[src/rtl/adc_tg_pkg.sv]
package adc_tg_pkg;

    typedef enum logic [2:0] {
        PH_IDLE,
        PH_SAMPLE,
        PH_STEP,
        PH_LOAD,
        PH_CAL,
        PH_DONE
    } phase_e;

    // Conversion clock codes; the reserved code falls back to the fast setting
    localparam logic [1:0] CC_FAST = 2'b00;
    localparam logic [1:0] CC_RSVD = 2'b01;
    localparam logic [1:0] CC_SLOW = 2'b10;
    localparam logic [1:0] CC_MID  = 2'b11;

endpackage

[src/rtl/adc_tg_prescale.sv]
module adc_tg_prescale #(
    parameter int BASE_DIV = 1
) (
    input  logic clk,
    input  logic rst_n,
    input  logic run_i,
    output logic tick_o
);
    localparam int PW = (BASE_DIV > 1) ? $clog2(BASE_DIV) : 1;

    logic [PW-1:0] div_d, div_q;

    assign tick_o = run_i && (div_q == PW'(BASE_DIV - 1));

    always_comb begin
        div_d = div_q;
        if (!run_i || tick_o) begin
            div_d = '0;
        end else begin
            div_d = div_q + PW'(1);
        end
    end

    always_ff @(posedge clk or negedge rst_n) begin
        if (!rst_n) begin
            div_q <= '0;
        end else begin
            div_q <= div_d;
        end
    end
endmodule

[src/rtl/adc_tg_decode.sv]
module adc_tg_decode
    import adc_tg_pkg::*;
#(
    parameter int CC_FAST_U = 24,
    parameter int CC_MID_U  = 48,
    parameter int CC_SLOW_U = 96,
    parameter int CAL_CLKS  = 4,
    parameter int CNT_W     = 12
) (
    input  logic [1:0]       cc_code_i,
    input  logic [1:0]       sc_code_i,
    output logic [CNT_W-1:0] tcc_len_o,
    output logic [CNT_W-1:0] smp_len_o,
    output logic [CNT_W-1:0] cal_len_o
);
    logic [CNT_W-1:0] tsc_len;

    always_comb begin
        unique case (cc_code_i)
            CC_SLOW: tcc_len_o = CNT_W'(CC_SLOW_U);
            CC_MID:  tcc_len_o = CNT_W'(CC_MID_U);
            default: tcc_len_o = CNT_W'(CC_FAST_U);
        endcase
        tsc_len   = tcc_len_o << sc_code_i;
        smp_len_o = tsc_len << 1;
        cal_len_o = CNT_W'(tcc_len_o * CNT_W'(CAL_CLKS));
    end
endmodule

[src/rtl/adc_conv_timer.sv]
module adc_conv_timer
    import adc_tg_pkg::*;
#(
    parameter int BASE_DIV  = 1,
    parameter int CC_FAST_U = 24,
    parameter int CC_MID_U  = 48,
    parameter int CC_SLOW_U = 96,
    parameter int N_STEPS   = 14,
    parameter int XFER_U    = 4,
    parameter int CAL_CLKS  = 4
) (
    input  logic       clk,
    input  logic       rst_n,
    input  logic       start_i,
    input  logic [1:0] cc_sel_i,
    input  logic [1:0] sc_sel_i,
    output logic       sample_en_o,
    output logic       step_stb_o,
    output logic       load_stb_o,
    output logic       cal_act_o,
    output logic       done_o
);
    localparam int MAX_SMP = 16 * CC_SLOW_U;
    localparam int MAX_CAL = CAL_CLKS * CC_SLOW_U;
    localparam int MAX_LEN = (MAX_SMP > MAX_CAL) ? MAX_SMP : MAX_CAL;
    localparam int CNT_W   = $clog2(MAX_LEN + 1);
    localparam int STEP_W  = $clog2(N_STEPS + 1);

    typedef struct packed {
        phase_e            phase;
        logic [CNT_W-1:0]  cnt;
        logic [STEP_W-1:0] step;
        logic [1:0]        cc;
        logic [1:0]        sc;
    } tg_state_t;

    tg_state_t s_d, s_q;

    logic             tick;
    logic             run;
    logic             cnt_zero;
    logic [CNT_W-1:0] tcc_len, smp_len, cal_len;
    logic [CNT_W-1:0] new_tcc, new_smp, new_cal;

    assign run      = (s_q.phase != PH_IDLE) && (s_q.phase != PH_DONE);
    assign cnt_zero = (s_q.cnt == '0);

    adc_tg_prescale #(.BASE_DIV(BASE_DIV)) u_pre (
        .clk    (clk),
        .rst_n  (rst_n),
        .run_i  (run),
        .tick_o (tick)
    );

    // Lengths for the running conversion (captured codes)
    adc_tg_decode #(
        .CC_FAST_U (CC_FAST_U), .CC_MID_U (CC_MID_U), .CC_SLOW_U (CC_SLOW_U),
        .CAL_CLKS  (CAL_CLKS),  .CNT_W    (CNT_W)
    ) u_dec_run (
        .cc_code_i (s_q.cc),
        .sc_code_i (s_q.sc),
        .tcc_len_o (tcc_len),
        .smp_len_o (smp_len),
        .cal_len_o (cal_len)
    );

    // Lengths for a conversion being launched (live codes)
    adc_tg_decode #(
        .CC_FAST_U (CC_FAST_U), .CC_MID_U (CC_MID_U), .CC_SLOW_U (CC_SLOW_U),
        .CAL_CLKS  (CAL_CLKS),  .CNT_W    (CNT_W)
    ) u_dec_new (
        .cc_code_i (cc_sel_i),
        .sc_code_i (sc_sel_i),
        .tcc_len_o (new_tcc),
        .smp_len_o (new_smp),
        .cal_len_o (new_cal)
    );

    always_comb begin
        s_d = s_q;
        unique case (s_q.phase)
            PH_IDLE, PH_DONE: begin
                s_d.phase = PH_IDLE;
                if (start_i) begin
                    s_d.phase = PH_SAMPLE;
                    s_d.cc    = cc_sel_i;
                    s_d.sc    = sc_sel_i;
                    s_d.cnt   = new_smp - CNT_W'(1);
                    s_d.step  = '0;
                end
            end
            PH_SAMPLE: begin
                if (tick) begin
                    if (cnt_zero) begin
                        s_d.phase = PH_STEP;
                        s_d.cnt   = tcc_len - CNT_W'(1);
                    end else begin
                        s_d.cnt = s_q.cnt - CNT_W'(1);
                    end
                end
            end
            PH_STEP: begin
                if (tick) begin
                    if (cnt_zero) begin
                        if (s_q.step == STEP_W'(N_STEPS - 1)) begin
                            s_d.phase = PH_LOAD;
                            s_d.cnt   = CNT_W'(XFER_U - 1);
                        end else begin
                            s_d.step = s_q.step + STEP_W'(1);
                            s_d.cnt  = tcc_len - CNT_W'(1);
                        end
                    end else begin
                        s_d.cnt = s_q.cnt - CNT_W'(1);
                    end
                end
            end
            PH_LOAD: begin
                if (tick) begin
                    if (cnt_zero) begin
                        s_d.phase = PH_CAL;
                        s_d.cnt   = cal_len - CNT_W'(1);
                    end else begin
                        s_d.cnt = s_q.cnt - CNT_W'(1);
                    end
                end
            end
            PH_CAL: begin
                if (tick) begin
                    if (cnt_zero) begin
                        s_d.phase = PH_DONE;
                    end else begin
                        s_d.cnt = s_q.cnt - CNT_W'(1);
                    end
                end
            end
            default: s_d.phase = PH_IDLE;
        endcase
    end

    always_ff @(posedge clk or negedge rst_n) begin
        if (!rst_n) begin
            s_q <= '{phase: PH_IDLE, cnt: '0, step: '0, cc: '0, sc: '0};
        end else begin
            s_q <= s_d;
        end
    end

    assign sample_en_o = (s_q.phase == PH_SAMPLE);
    assign step_stb_o  = (s_q.phase == PH_STEP) && tick && cnt_zero;
    assign load_stb_o  = (s_q.phase == PH_LOAD) && tick && cnt_zero;
    assign cal_act_o   = (s_q.phase == PH_CAL);
    assign done_o      = (s_q.phase == PH_DONE);

    // Live-code lengths other than the sample window are not needed at launch
    logic unused_new;
    assign unused_new = ^{new_tcc, new_cal};
endmodule

[config.mk]
export PLATFORM = sky130hd
export DESIGN_NAME = adc_conv_timer
export DESIGN_NICKNAME = d
export VERILOG_FILES = /design/src/rtl/adc_tg_pkg.sv /design/src/rtl/adc_tg_prescale.sv /design/src/rtl/adc_tg_decode.sv /design/src/rtl/adc_conv_timer.sv
export SDC_FILE = /design/constraint.sdc
export NUM_CORES = 1
export LEC_CHECK = 0
export CORE_MARGIN = 2
export CORE_UTILIZATION = 45
export DETAILED_ROUTE_END_ITERATION = 6
export HOLD_SLACK_MARGIN = 0.03
export PLACE_DENSITY = 0.67
export REMOVE_ABC_BUFFERS = 1
export SETUP_SLACK_MARGIN = 0.02
export SLEW_MARGIN = 20
export SYNTH_ARGS = -nofsm -noshare
export SYNTH_HDL_FRONTEND = slang
export SYNTH_SLANG_ARGS = --single-unit
[constraint.sdc]
create_clock -name clk -period 2.3 [get_ports clk]
set_input_delay 0.46 -clock clk [delete_from_list [all_inputs] [get_ports clk]]
set_output_delay 0.46 -clock clk [all_outputs]
set_load 0.02 [all_outputs]
== Word level (Yosys, flattened, before mapping) ==
Cells that the tools add are included.

* Bits of input ports: 7
* Output and inout bits: 5
* Flip-flop bits (word level): 23

* Bitwise operators: 1
* Reductions and logical operators: 18
* Add/sub/neg operators: 6
* Shift operators: 1
* Multiplexer cells: 23
* Eq/ne operators: 23

{| class="wikitable"
|+ Operator list
! kind !! number
|-
| 2-to-1 mux 11 bit || 5
|-
| case mux 11 bit (5 select lines) || 1
|-
| subtractor 11 x 1 -> 11 bit, second input constant || 4
|-
| 2-to-1 mux 14 bit || 3
|-
| case mux 7 bit (2 select lines) || 2
|-
| 2-to-1 mux 20 bit || 1
|-
| 2-to-1 mux 18 bit || 1
|-
| != test 2 bit, second input constant || 8
|-
| 2-to-1 mux 3 bit || 5
|-
| case mux 3 bit (5 select lines) || 1
|-
| logical NOT 11 bit || 1
|-
| left shift 7 x 2 -> 10 bit || 1
|-
| AND reduction 9 bit || 1
|-
| == test 2 bit, second input constant || 4
|-
| 2-to-1 mux 4 bit || 2
|-
| != test 2 x 1 -> 1 bit, second input constant || 4
|-
| case mux 4 bit (2 select lines) || 1
|-
| AND reduction 7 bit || 1
|-
| == test 3 x 2 -> 1 bit, second input constant || 2
|-
| == test 3 bit, second input constant || 2
|-
| logical AND 1 bit || 6
|-
| AND reduction 5 bit || 1
|-
| nonzero test 5 bit || 1
|-
| adder 4 x 1 -> 4 bit, second input constant || 1
|-
| 13 further kinds || 13
|}

== Logic depth before layout (Yosys ltp) ==
* Depth after elaboration: 7
* Gate-level depth with buffers: 9

== By module ==
Synthesis repeated with hierarchy kept, for this count alone.

* Cell total of the unflattened synthesis: 379
* Area total of the unflattened synthesis: 2,872.8 µm²

{| class="wikitable"
|+ Modules (own cells, without submodules)
! module !! sequential area each (µm²) !! times used !! cells each !! area an instance (µm²)
|-
| adc_conv_timer || 550.5 || 1 || 288 || 2,217.1
|-
| adc_tg_decode || 0.0 || 2 || 44 || 306.5
|-
| adc_tg_prescale || 25.0 || 1 || 3 || 42.5
|}

== Worst setup path after synthesis ==
No wires, ideal clock.

* Path kind: flip-flop to output port
* Start: register s_q[8] (netlist bit)
* End: output step_stb_o
* Path slack: 143 ps
* Required time: 1,840 ps
* Data arrival time: 1,697 ps
* Stages on the path, launching flop included: 7
* Buffers on the path: 1
* Cells stage by stage: dfrtp_1 > inv_1 > ha_1 > nor4b_2 > nand3_1 > clkbuf_1 > nor3_1

* Longest elaborated chain between the ends: 2

{| class="wikitable"
|+ RTL lines
! element !! line !! text
|-
| start, declared || adc_conv_timer.sv:37 || <nowiki>tg_state_t s_d, s_q;</nowiki>
|-
| start signal, assigned || adc_conv_timer.sv:142 || <nowiki>s_q <= '{phase: PH_IDLE, cnt: '0, step: '0, cc: '0, sc: '0};</nowiki>
|-
| logical NOT 11 bit || adc_conv_timer.sv:46 || <nowiki>assign cnt_zero = (s_q.cnt == '0);</nowiki>
|-
| logical AND 1 bit || adc_conv_timer.sv:149 || <nowiki>assign step_stb_o = (s_q.phase == PH_STEP) && tick && cnt_zero;</nowiki>
|-
| end, declared || adc_conv_timer.sv:18 || <nowiki>output logic step_stb_o,</nowiki>
|}

No other way between the ends.

== Worst setup path after layout ==
* Start: register s_q[11] (netlist bit)
* End: register s_q[13] (netlist bit)

* Longest elaborated chain between the ends: 4
* Elaborated cells between the ends (all ways): 13
* Classes of those cells: add/sub (1); eq/ne (1); mux (9); reduce/logical (2)

{| class="wikitable"
|+ RTL lines
! element !! line !! text
|-
| subtractor 11 x 1 -> 11 bit / logical NOT 11 bit (equally long branches) || - ||
|-
| 2-to-1 mux 11 bit (on tied branches) || - ||
|-
| 2-to-1 mux 14 bit, or another cell as far along || adc_conv_timer.sv:128 || <nowiki>if (tick) begin</nowiki>
|-
| case mux 11 bit (5 select lines) || adc_conv_timer.sv:81 || <nowiki>unique case (s_q.phase)</nowiki>
|}

Several ways; a longest one is shown, not always the timed one. The select of a mux whose other input is x is not followed.
A chain may end at the register's enable or synchronous reset.

==> run metrics <==
PwrDens=roughly 580 nW/um2; period utilization=94.2%; vias in the first global route=between 1500 and 2000; Reg clk slew, reported paths=0.08 ns; root buffer selected by CTS=clkbuf_8; Clk pwr share=18.3%; Hold Path Cell Cnt=2; Buffers on Ports=11; Net count, final=290; GR Util All Layers=between 20 and 25%; type of origin of the critical path=register; worst vdd ir=403 uV; area of the core=roughly 3900 um2; post-detailed-route wirelength per cell=15.5 um; Comb pwr share=roughly 46%; register share of total power=36.1%; Reg2Reg Setup Slack=0.13 ns; FF-to-FF path depth=6; fin crit period=2.17 ns; CTS Sinks=21; final wirelength=5080 um; setup violators final=0; register area=~530 um2; critical path arrival=roughly 2.3 ns; Worst R2R Start=s_q[11]; first-pass GRT wire length=approximately 8500 um; CTS tree=done; die area=4540 um2; switch share=34.1%; Pint=0.000887 W; DR vias/cell=6.01; top cell type's share of synthesized area=29.0%; Reg-to-Reg End=s_q[13]; Final Power=approximately 0.0013 W; grt total ovfl=0; clock buffer count from CTS=3; Synth area leaders=dfrtp_1 (29%), o21ai_0 (6.1%), nand2_1 (4.4%); fmax=462 MHz; layout cells sized above 1=between 20% and 30%; area leader, netlist=dfrtp_1; Max clock buf depth=2; Final GP Congestion=0.980; max-cap viol count=0; H-tree Lvls=1; worst skew pair latency=0.26 ns; Critical Path End Type=register; asr flop ratio synth=100%; hold_ws=0.517 ns; Required @ worst endpoint=~2.4 ns; Setup CP Type=register to register; Syn-to-layout area delta=29.1%; initial cell density of the core=between 40 and 50%; # fillers=370; main flop type after synthesis=dfrtp_1; worst-path fanout max=6; Seq/Total Area, Yosys=29.0%; mapped cell area=1810 um2; IO Count=12; Antenna diodes=0; Hold Crit Class=register to register; row count=23; Die W=67.4 um; status=finished clean; Antenna Nets Post-Route=0; Mean Syn Cell Area=7.94 um2; Final TNS setup=0 ns; Post-DP HPWL=just under 4000 um; largest net degree at the start of global routing=22; Worst Hold End=s_q[2]; Post-synth EDFFs=0; hold buffers post-CTS=0; Slew Viols, Final=0; Worst Skew=0.00337 ns; Multi-input gate area=1220 um2; DRT iter0 DRCs=128; Ys Warns=0; Post-Synthesis Cells=228; top cells by count, synth=o21ai_0 (22), dfrtp_1 (21), nand2_1 (21); router iterations before antenna repair=4; initial antenna violation count=0; height of the die=67.4 um; vias post-DR=1964; RSZ-0062 raised after global routing=no; top-count cell post-synth=o21ai_0; Hold Fails Final Rpt=0; DRC violations left=0; Net Switching=0.000459 W; Yosys reg bits=21; Yosys cell types=57; hold path start=s_q[2]; Leak=0.989 nW
-- per-layer routing --
layer	part of all wire (%)	global-route usage (%)
met1	45	34.0
met2	48	40.3
met3	6.5	2.67
met4	1.0	7.14
met5	0	0
-- cell type report --
| class | instances | share of cell area [%] |
|---|---|---|
| Timing Repair Buffer | 56 | 18.9 |
| Inverter | 10 | 1.61 |
| Sequential cell | 21 | 22.6 |
| Multi-Input combinational cell | 186 | 52.3 |
| Clock buffer | 4 | 1.93 |
| Tap cell | 50 | 2.68 |
-- how the worst max path moves through the flow --
stage	start	endpoint	slack (ns)	cells past startpoint
floorplan	s_q[8]	step_stb_o	0.13	5
global placement	s_q[8]	load_stb_o	-0.02	6
detailed placement	s_q[8]	load_stb_o	-0.09	6
CTS	s_q[8]	load_stb_o	0.02	6
global route	s_q[8]	s_q[7]	0.009	8
finish	s_q[11]	s_q[13]	0.13	6
-- stage by stage --
step                worst slack, ns  instances  cell area [um2]  util, %
finish                        0.133        327             2340     59.3
CTS                          0.0162        326             2320     58.9
floorplan                     0.134        217             1760        -
global route                0.00879        327             2340     59.3
global placement            -0.0243        322             2270     57.5
detailed placement          -0.0911        322             2270     57.5
-- placed cells by master, fill, tap and decap left out, drive strengths merged, types with 4 or more instances in the layout --
cell,count
or3,4
buf,47
nor3,10
nor2,17
o211ai,5
or4,4
inv,10
ha,5
nor3b,6
nand3,7
mux2,4
nand2b,4
nand2,21
a21oi,15
dfrtp,21
clkbuf,4
clkdlybuf4s50,8
o21ai,23
-- registers in the layout, summed over array words and instances (netlist names) --
signal	count
s_q	20
u_pre.div_q	1
-- repair_timing --
action | 4_1_cts | 5_1_grt
pin swaps | 0 | 1
resized for setup | 8 | 7
buffers inserted | 0 | 1
setup endpoints to repair | 2 | 6
-- power groups by stage --
stage | sequential (W) | clock (W) | combinational, W
final | 0.000486 | 0.000246 | 0.000614
after global routing | 0.000494 | 0.000271 | 0.000670
after CTS | 0.000486 | 0.000255 | 0.000600
after detailed placement | 0.000488 | 0 | 0.000588
after global placement | 0.000483 | 0 | 0.000585
after floorplan | 0.000530 | 0 | 0.000264
-- worst max-delay path, stage by stage, from the launching register on --
cell	delay (ns)
dfrtp_1	0.41
buf_4	0.17
or4_4	0.57
o21ai_0	0.25
a21oi_1	0.13
o41ai_2	0.40
a2bb2oi_1	0.12
-- cell families (layout without fill, tap and decap cells) --
group | after synthesis | count (layout) | share of synthesized area, %
xor+xnor | 4 | 4 | 1.94
other cells | 1 | 1 | 0.207
mux | 6 | 6 | 3.60
flops | 21 | 21 | 29.0
compound gates | 80 | 80 | 29.8
simple gates | 90 | 90 | 27.4
fa+ha+maj | 5 | 5 | 3.46
buf+inv | 21 | 70 | 4.56
(Power assumes the default switching activity.)
